File: src/rtl/asram_pkg.sv
package asram_pkg;

  typedef enum logic [2:0] {
    ST_IDLE,
    ST_RD_SETUP,
    ST_RD_WAIT,
    ST_RD_CAPTURE,
    ST_WR_SETUP,
    ST_WR_PULSE,
    ST_WR_RECOVER,
    ST_TURN
  } asram_state_e;

  // whole clock cycles covering a time limit
  function automatic int unsigned cycles_for(int unsigned t_ps, int unsigned clk_ps);
    return (t_ps + clk_ps - 1) / clk_ps;
  endfunction

  function automatic int unsigned max3(int unsigned a, int unsigned b, int unsigned c);
    int unsigned m;
    m = (a > b) ? a : b;
    return (m > c) ? m : c;
  endfunction

endpackage

File: src/rtl/asram_dwell.sv
// Down counter that times how long a state lasts.
module asram_dwell #(
  parameter int unsigned CNT_W = 2
) (
  input  logic             clk,
  input  logic             rst_n,
  input  logic             load,
  input  logic [CNT_W-1:0] load_val,
  output logic             expired
);
  logic [CNT_W-1:0] cnt_q;
  logic             cnt_en;

  assign cnt_en  = load | (cnt_q != '0);
  assign expired = (cnt_q == '0);

  always_ff @(posedge clk or negedge rst_n) begin
    if (!rst_n) begin
      cnt_q <= '0;
    end else if (cnt_en) begin
      cnt_q <= load ? load_val : (cnt_q - 1'b1);
    end
  end
endmodule

File: src/rtl/asram_fsm.sv
module asram_fsm
  import asram_pkg::*;
#(
  parameter int unsigned RD_CYC = 1,
  parameter int unsigned WR_CYC = 1,
  parameter int unsigned TA_CYC = 1
) (
  input  logic clk,
  input  logic rst_n,
  input  logic req_valid,
  input  logic req_write,
  output logic req_ready,
  output logic accept,
  output logic capture,
  output logic ce_n,
  output logic oe_n,
  output logic we_n,
  output logic dq_oe,
  output logic ack
);
  localparam int unsigned MAXC  = max3(RD_CYC, WR_CYC, TA_CYC);
  localparam int unsigned CNT_W = (MAXC < 2) ? 1 : $clog2(MAXC);
  localparam logic [CNT_W-1:0] RD_LOAD = CNT_W'(RD_CYC - 1);
  localparam logic [CNT_W-1:0] WR_LOAD = CNT_W'(WR_CYC - 1);
  localparam logic [CNT_W-1:0] TA_LOAD = CNT_W'(TA_CYC - 1);

  asram_state_e     st_q, st_d;
  logic             cnt_load;
  logic [CNT_W-1:0] cnt_val;
  logic             expired;

  asram_dwell #(.CNT_W(CNT_W)) u_dwell (
    .clk      (clk),
    .rst_n    (rst_n),
    .load     (cnt_load),
    .load_val (cnt_val),
    .expired  (expired)
  );

  assign req_ready = (st_q == ST_IDLE);
  assign accept    = req_ready & req_valid;
  assign capture   = (st_q == ST_RD_CAPTURE);

  always_comb begin
    st_d     = st_q;
    cnt_load = 1'b0;
    cnt_val  = '0;
    case (st_q)
      ST_IDLE:       if (req_valid) st_d = req_write ? ST_WR_SETUP : ST_RD_SETUP;
      ST_RD_SETUP:   begin st_d = ST_RD_WAIT;  cnt_load = 1'b1; cnt_val = RD_LOAD; end
      ST_RD_WAIT:    if (expired) st_d = ST_RD_CAPTURE;
      ST_RD_CAPTURE: begin st_d = ST_TURN;     cnt_load = 1'b1; cnt_val = TA_LOAD; end
      ST_TURN:       if (expired) st_d = ST_IDLE;
      ST_WR_SETUP:   begin st_d = ST_WR_PULSE; cnt_load = 1'b1; cnt_val = WR_LOAD; end
      ST_WR_PULSE:   if (expired) st_d = ST_WR_RECOVER;
      ST_WR_RECOVER: st_d = ST_IDLE;
      default:       st_d = ST_IDLE;
    endcase
  end

  // strobes come straight from flops, decoded from the next state
  logic ce_d, oe_d, we_d, dq_oe_d, ack_d;
  always_comb begin
    ce_d    = !((st_d == ST_IDLE) || (st_d == ST_TURN));
    oe_d    = (st_d == ST_RD_WAIT) || (st_d == ST_RD_CAPTURE);
    we_d    = (st_d == ST_WR_PULSE);
    dq_oe_d = (st_d == ST_WR_PULSE) || (st_d == ST_WR_RECOVER);
    ack_d   = (st_q == ST_RD_CAPTURE) || (st_q == ST_WR_RECOVER);
  end

  always_ff @(posedge clk or negedge rst_n) begin
    if (!rst_n) begin
      st_q  <= ST_IDLE;
      ce_n  <= 1'b1;
      oe_n  <= 1'b1;
      we_n  <= 1'b1;
      dq_oe <= 1'b0;
      ack   <= 1'b0;
    end else begin
      st_q  <= st_d;
      ce_n  <= ~ce_d;
      oe_n  <= ~oe_d;
      we_n  <= ~we_d;
      dq_oe <= dq_oe_d;
      ack   <= ack_d;
    end
  end
endmodule

File: src/rtl/asram_datapath.sv
module asram_datapath #(
  parameter int unsigned ADDR_W = 15,
  parameter int unsigned DATA_W = 8
) (
  input  logic              clk,
  input  logic              rst_n,
  input  logic              accept,
  input  logic              capture,
  input  logic [ADDR_W-1:0] req_addr,
  input  logic [DATA_W-1:0] req_wdata,
  input  logic [DATA_W-1:0] mem_dq_in,
  output logic [ADDR_W-1:0] mem_addr,
  output logic [DATA_W-1:0] mem_dq_out,
  output logic [DATA_W-1:0] rsp_rdata
);
  always_ff @(posedge clk or negedge rst_n) begin
    if (!rst_n) begin
      mem_addr   <= '0;
      mem_dq_out <= '0;
    end else if (accept) begin
      mem_addr   <= req_addr;
      mem_dq_out <= req_wdata;
    end
  end

  always_ff @(posedge clk or negedge rst_n) begin
    if (!rst_n) begin
      rsp_rdata <= '0;
    end else if (capture) begin
      rsp_rdata <= mem_dq_in;
    end
  end
endmodule

File: src/rtl/asram_sequencer.sv
module asram_sequencer
  import asram_pkg::*;
#(
  parameter int unsigned ADDR_W  = 15,
  parameter int unsigned DATA_W  = 8,
  parameter int unsigned CLK_PS  = 10000,
  parameter int unsigned T_WP_PS = 8000,
  parameter int unsigned T_DS_PS = 6000,
  parameter int unsigned T_AA_PS = 10000,
  parameter int unsigned T_OE_PS = 5000,
  parameter int unsigned T_HZ_PS = 5000
) (
  input  logic              clk,
  input  logic              rst_n,
  input  logic              req_valid,
  output logic              req_ready,
  input  logic              req_write,
  input  logic [ADDR_W-1:0] req_addr,
  input  logic [DATA_W-1:0] req_wdata,
  output logic              rsp_ack,
  output logic [DATA_W-1:0] rsp_rdata,
  output logic              mem_ce_n,
  output logic              mem_oe_n,
  output logic              mem_we_n,
  output logic [ADDR_W-1:0] mem_addr,
  output logic [DATA_W-1:0] mem_dq_out,
  output logic              mem_dq_oe,
  input  logic [DATA_W-1:0] mem_dq_in
);
  localparam int unsigned RD_CYC = max3(cycles_for(T_AA_PS, CLK_PS), cycles_for(T_OE_PS, CLK_PS), 1);
  localparam int unsigned WR_CYC = max3(cycles_for(T_WP_PS, CLK_PS), cycles_for(T_DS_PS, CLK_PS), 1);
  localparam int unsigned TA_CYC = max3(cycles_for(T_HZ_PS, CLK_PS), 1, 1);

  logic accept, capture;

  asram_fsm #(.RD_CYC(RD_CYC), .WR_CYC(WR_CYC), .TA_CYC(TA_CYC)) u_fsm (
    .clk       (clk),
    .rst_n     (rst_n),
    .req_valid (req_valid),
    .req_write (req_write),
    .req_ready (req_ready),
    .accept    (accept),
    .capture   (capture),
    .ce_n      (mem_ce_n),
    .oe_n      (mem_oe_n),
    .we_n      (mem_we_n),
    .dq_oe     (mem_dq_oe),
    .ack       (rsp_ack)
  );

  asram_datapath #(.ADDR_W(ADDR_W), .DATA_W(DATA_W)) u_dp (
    .clk        (clk),
    .rst_n      (rst_n),
    .accept     (accept),
    .capture    (capture),
    .req_addr   (req_addr),
    .req_wdata  (req_wdata),
    .mem_dq_in  (mem_dq_in),
    .mem_addr   (mem_addr),
    .mem_dq_out (mem_dq_out),
    .rsp_rdata  (rsp_rdata)
  );
endmodule

File: config.mk
export PLATFORM = sky130hd
export DESIGN_NAME = asram_sequencer
export DESIGN_NICKNAME = d
export VERILOG_FILES = /design/src/rtl/asram_pkg.sv /design/src/rtl/asram_dwell.sv /design/src/rtl/asram_fsm.sv /design/src/rtl/asram_datapath.sv /design/src/rtl/asram_sequencer.sv
export SDC_FILE = /design/constraint.sdc
export NUM_CORES = 1
export LEC_CHECK = 0
export BUFFER_PORTS_ARGS = -buffer_cell sky130_fd_sc_hd__buf_4
export CAP_MARGIN = 30
export CORE_ASPECT_RATIO = 0.7
export CORE_MARGIN = 1.5
export CORE_UTILIZATION = 47
export DETAILED_ROUTE_END_ITERATION = 12
export GPL_TIMING_DRIVEN = 0
export PLACE_DENSITY = 0.89
export SETUP_SLACK_MARGIN = 0.3
export SLEW_MARGIN = 15
export SYNTH_ARGS = -nofsm -noshare
export SYNTH_HDL_FRONTEND = slang
export SYNTH_SLANG_ARGS = --single-unit
File: constraint.sdc
create_clock -name clk -period 1.65 [get_ports clk]
set_input_delay 0.0825 -clock clk [delete_from_list [all_inputs] [get_ports clk]]
set_output_delay 0.0825 -clock clk [all_outputs]
set_load 0.005 [all_outputs]
== Word-level counts from Yosys, hierarchy flattened ==
Index checks and enable logic that the tools add are counted.

* Bits in registers: 40
* Bits of input ports: 35

* Add/sub/neg operators: 1
* Eq/ne operators: 12
* Mux-type cells: 8
* Bitwise logic cells: 4
* Reductions and logical operators: 7

{| class="wikitable"
|+ Operators with widths
! operator !! number
|-
| 3-bit case mux with 8 select lines || 1
|-
| 3-bit equality test, second input constant || 7
|-
| 3-bit 2-to-1 mux || 5
|-
| 3-bit by 2-bit equality test with 1-bit output, second input constant || 4
|-
| 3-bit zero test || 2
|-
| 1-bit logical OR || 4
|-
| 3-bit by 1-bit equality test with 1-bit output, second input constant || 1
|-
| 3-bit OR reduction || 1
|-
| 1-bit 2-to-1 mux || 2
|-
| 1-bit NOT || 2
|-
| 1-bit AND || 1
|-
| 1-bit OR || 1
|-
| 1-bit subtractor, second input constant || 1
|}

== Depth between registers and ports, before layout ==
* Depth after elaboration: 6
* Gate-level depth with buffers: 6
* Gate-level depth less buffers: 3

== Modules after synthesis ==
From an unflattened synthesis, not the netlist that was laid out.

* Cells, all modules: 107
* Area, all modules: 1589.0 sq um

{| class="wikitable"
|+ By module, submodules not included
! module !! instances !! cells each !! area an instance (sq um) !! seq. area each (sq um)
|-
| asram_datapath || 1 || 65 || 1152.4 || 775.7
|-
| asram_fsm || 1 || 39 || 401.6 || 203.9
|-
| asram_dwell || 1 || 3 || 35.0 || 25.0
|}

== Worst setup path before layout ==
OpenSTA, ideal clock, no wires.

* Path type: register -> register
* Start point: register u_fsm.st_q[0]
* End point: register u_dp.mem_addr[10]
* Setup time: 125 ps
* Arrival time: 1372 ps
* Data required time: 1525 ps
* Path slack: 153 ps
* Cell stages (with the launch flop): 7
* Cell sequence: dfrtp_1 > buf_6 > nor3_4 > and2_4 > buf_8 > buf_12 > mux2_4

* Cells in the longest elaborated chain, start to end: 2

{| class="wikitable"
|+ Ends and longest elaborated chain
! item !! line !! source
|-
| from (decl) || asram_fsm.sv:27 || <nowiki>asram_state_e st_q, st_d;</nowiki>
|-
| from (signal assigned) || asram_fsm.sv:80 || <nowiki>st_q <= st_d;</nowiki>
|-
| 3-bit zero test || asram_fsm.sv:40 || <nowiki>assign req_ready = (st_q == ST_IDLE);</nowiki>
|-
| net req_ready || asram_sequencer.sv:16 || <nowiki>output logic req_ready,</nowiki>
|-
| 1-bit AND || asram_fsm.sv:41 || <nowiki>assign accept = req_ready & req_valid;</nowiki>
|-
| to (signal assigned) || asram_datapath.sv:21 || <nowiki>mem_addr <= req_addr;</nowiki>
|-
| to (decl) || asram_datapath.sv:12 || <nowiki>output logic [ADDR_W-1:0] mem_addr,</nowiki>
|}

The timed path passes the listed nets, and every way through them passes these cells.
A chain may end at the register's enable or synchronous reset.

== Final worst setup path ==
* Start point: register u_fsm.st_q[2]
* End point: register u_dp.mem_addr[14]

* Cells in the longest elaborated chain, start to end: 2

{| class="wikitable"
|+ Ends and longest elaborated chain
! item !! line
|-
| 3-bit zero test || asram_fsm.sv:40
|-
| 1-bit AND || asram_fsm.sv:41
|}

No other way between the ends.

==> results.toml <==
[drt]
routed_wl_mm = 3.49
final_antenna_net_count = 0
drt_iter0_markers = 36
drt_first_pass_iters = 4
avgViaCountPerCell = 4.77
dr.max_layer_used = "met4"
drc = 0
wl_met3_um = 327
wl_met1_mm = 1.48
wl_per_cell_um = 14.9
wl_met2_mm = 1.67
dr_total_vias = 1120

[grt]
grt_antenna_before_repair = 0
grt_max_degree = 41
grt_overflow = 0
grt_pass1_wl_mm = 5.32
track_usage = 0.186
grt_pass1_vias = 1133

[cells_and_area]
final_cell_mix = "buf_4 (75), dfrtp_1 (37), mux2_4 (20)"
drive_gt1_frac = 0.665
area_growth_pct = 43.6
n_antenna_cell = 0
fin_util = 0.736
stdcell_area_um2 = 2410
layout.nets = 222
final_common_cell = "buf_4"

[worst_setup_path]
r2r-end = "u_dp.mem_addr[14]"
worstReg2RegStart = "u_fsm.st_q[2]"
worstPathRequired_ns = 1.82
crit_type = "reg2reg"
end_kind = "flip-flop"
crit_arrival_ns = 1.66
regToRegSetupSlack_ns = 0.17
crit_fanout = 10
worstRegToRegCells = 5
worst_setup_path_start_kind = "flip-flop"

[worst_hold_path]
min-delay-path-class = "in2reg"
hold_end = "u_dp.mem_addr[6]"
hp-start = "req_addr[6]"
min_path_cells = 2

[cts]
clk_pin_slew_ns = 0.08
cts-root-buf = "clkbuf_8"
tritoncts = "done"
clock-sinks = 40
worstSkewPairLatency_ns = 0.29
clockBufferDepth = 2
cts_made_buffers = 5
cts_max_level = 2

[sta]
hold_violations = 0
worstMarginPinSlew_ns = 0.501
period_share = 0.900
rsz0062_at_grt = "yes"
max_freq_mhz = 674
fin_hold_ws_ns = 0.0244
clock_skew_ns = 0.00684
setup_viol = 0
finalMaxSlewViolations = 0
fin_crit_ns = 1.48
fin_tns_setup_ns = 0
slew_headroom = 0.666

[die]
ioPinCount = 72
die_area_um2 = 3950
num_rows = 17
die_y_um = 53.0
initial_utilization = 0.513
dieWidth_um = 74.4
core-area_um2 = 3280

[run]
max_cap_viol_count = 0

[placement]
place_congestion = 0.814
place_area_um2 = 2270
io_buffer_count = 71
hpwl_mm = 2.46

[yosys]
synth_cell_types = 25
ys_ff_latch = 40
avgSynthCellArea_um2 = 16.1
synth-warning-count = 0
synth_top_area_cell = "dfrtp_1"
yosysTopAreaCellShare = 0.551
ys_seq_area_frac = 0.598
synth.area.top_cells = "dfrtp_1 (55%), mux2_4 (18%), mux2_2 (7.4%), dfstp_2 (4.7%), buf_12 (2.4%)"
synth_area_um2 = 1680
syn_inst = 104
synthesis.nets = 139

[power]
power_density_nw_per_um2 = 1890
peakVddDrop_mv = 0.997
leakagePower_nw = 1.19

[run_status]
status = "complete, no violations"
## critical path, cell delays in order, from the launching register on
cell,delay [ns]
dfrtp_1,0.43
nor3_4,0.21
and2_4,0.17
buf_8,0.11
buf_12,0.14
mux2_4,0.31
## layer usage
metal / up-vias / global-route usage
met4: 0 / 0.0606
met1: 551 / 0.230
met3: 3 / 0.0648
met2: 48 / 0.307
li1: 518 / -
met5: - / 0
## sequential cells by signal, summed over array words and instances, names as in the netlist
register / cells
u_dp.rsp_rdata: 8
u_fsm.ce_n: 1
u_fsm.st_q: 3
u_dp.mem_dq_out: 8
u_fsm.u_dwell.cnt_q: 1
u_dp.mem_addr: 15
u_fsm.dq_oe: 1
u_fsm.ack: 1
u_fsm.oe_n: 1
u_fsm.we_n: 1
## cell usage after synthesis
cell,n
dfrtp_1,37
mux2_2,11
buf_6,1
buf_12,2
nor3_4,1
and2_1,1
xor2_1,3
a311o_1,1
nor2b_1,3
clkbuf_1,1
and3_1,1
or4_1,1
dfstp_2,3
o21ai_0,4
inv_1,1
and2_4,1
nor2_1,2
nand2_1,2
buf_8,1
o221ai_1,1
buf_2,1
a21oi_1,1
conb_1,1
nand2b_1,3
mux2_4,20
## through the flow
stage | setup WS, ns | total power, mW | instances
2_1_floorplan | 0.218 | 2.87 | 104
3_3_place_gp | 0.182 | 3.73 | 222
3_5_place_dp | 0.151 | 3.84 | 222
4_1_cts | 0.169 | 4.58 | 235
5_1_grt | 0.120 | 4.85 | 235
6_report | 0.166 | 4.56 | 235
## worst max path at each step
| stage | start | to | slack (ns) | depth (start not counted) |
|---|---|---|---|---|
| finish | u_fsm.st_q[2] | u_dp.mem_addr[14] | 0.17 | 5 |
| detailed placement | u_fsm.st_q[0] | u_dp.mem_addr[14] | 0.15 | 6 |
| global route | u_fsm.st_q[2] | u_dp.mem_addr[14] | 0.12 | 5 |
| CTS | u_fsm.st_q[2] | u_dp.mem_addr[14] | 0.17 | 5 |
| floorplan | u_fsm.st_q[0] | u_dp.mem_addr[10] | 0.22 | 6 |
| global placement | u_fsm.st_q[0] | u_dp.mem_addr[10] | 0.18 | 6 |
## kinds of logic (layout without fill, tap and decap cells)
logic type,Yosys count,count (layout),share of synthesized area
buffers and inverters,7,91,0.0469
flip-flops,40,40,0.598
AO/OA/AOI/OAI,7,7,0.0261
multiplexers,31,31,0.253
other,1,1,0.00223
AND/OR/NAND/NOR,15,15,0.0581
XOR/XNOR,3,3,0.0157
## layout make-up
| cell class | instances | area [um^2] |
|---|---|---|
| plain buffers | 6 | 75.1 |
| clock buffers | 6 | 82.6 |
| clock inverters | 2 | 10.0 |
| fillers | 226 | 865 |
| inverters | 1 | 3.75 |
| multi-input cells | 57 | 603 |
| flip-flops and latches | 40 | 1000 |
| well taps | 47 | 58.8 |
| repair buffers | 76 | 573 |
## what timing repair did
action	4_1_cts	5_1_grt
pin swaps	0	0
setup buffers	4	0
hold buffers	1	0
setup endpoints to repair	27	33
gates resized for setup	1	1
hold endpoints to repair	37	0
## power by group
part	internal, mW	leakage, nW	total (mW)	switching (mW)
clock network	0.334	0.0510	0.664	0.330
logic	1.39	0.667	2.13	0.735
registers	1.49	0.472	1.77	0.276
total	3.22	1.19	4.56	1.34
No activity file was read; power rests on OpenSTA's default activity.
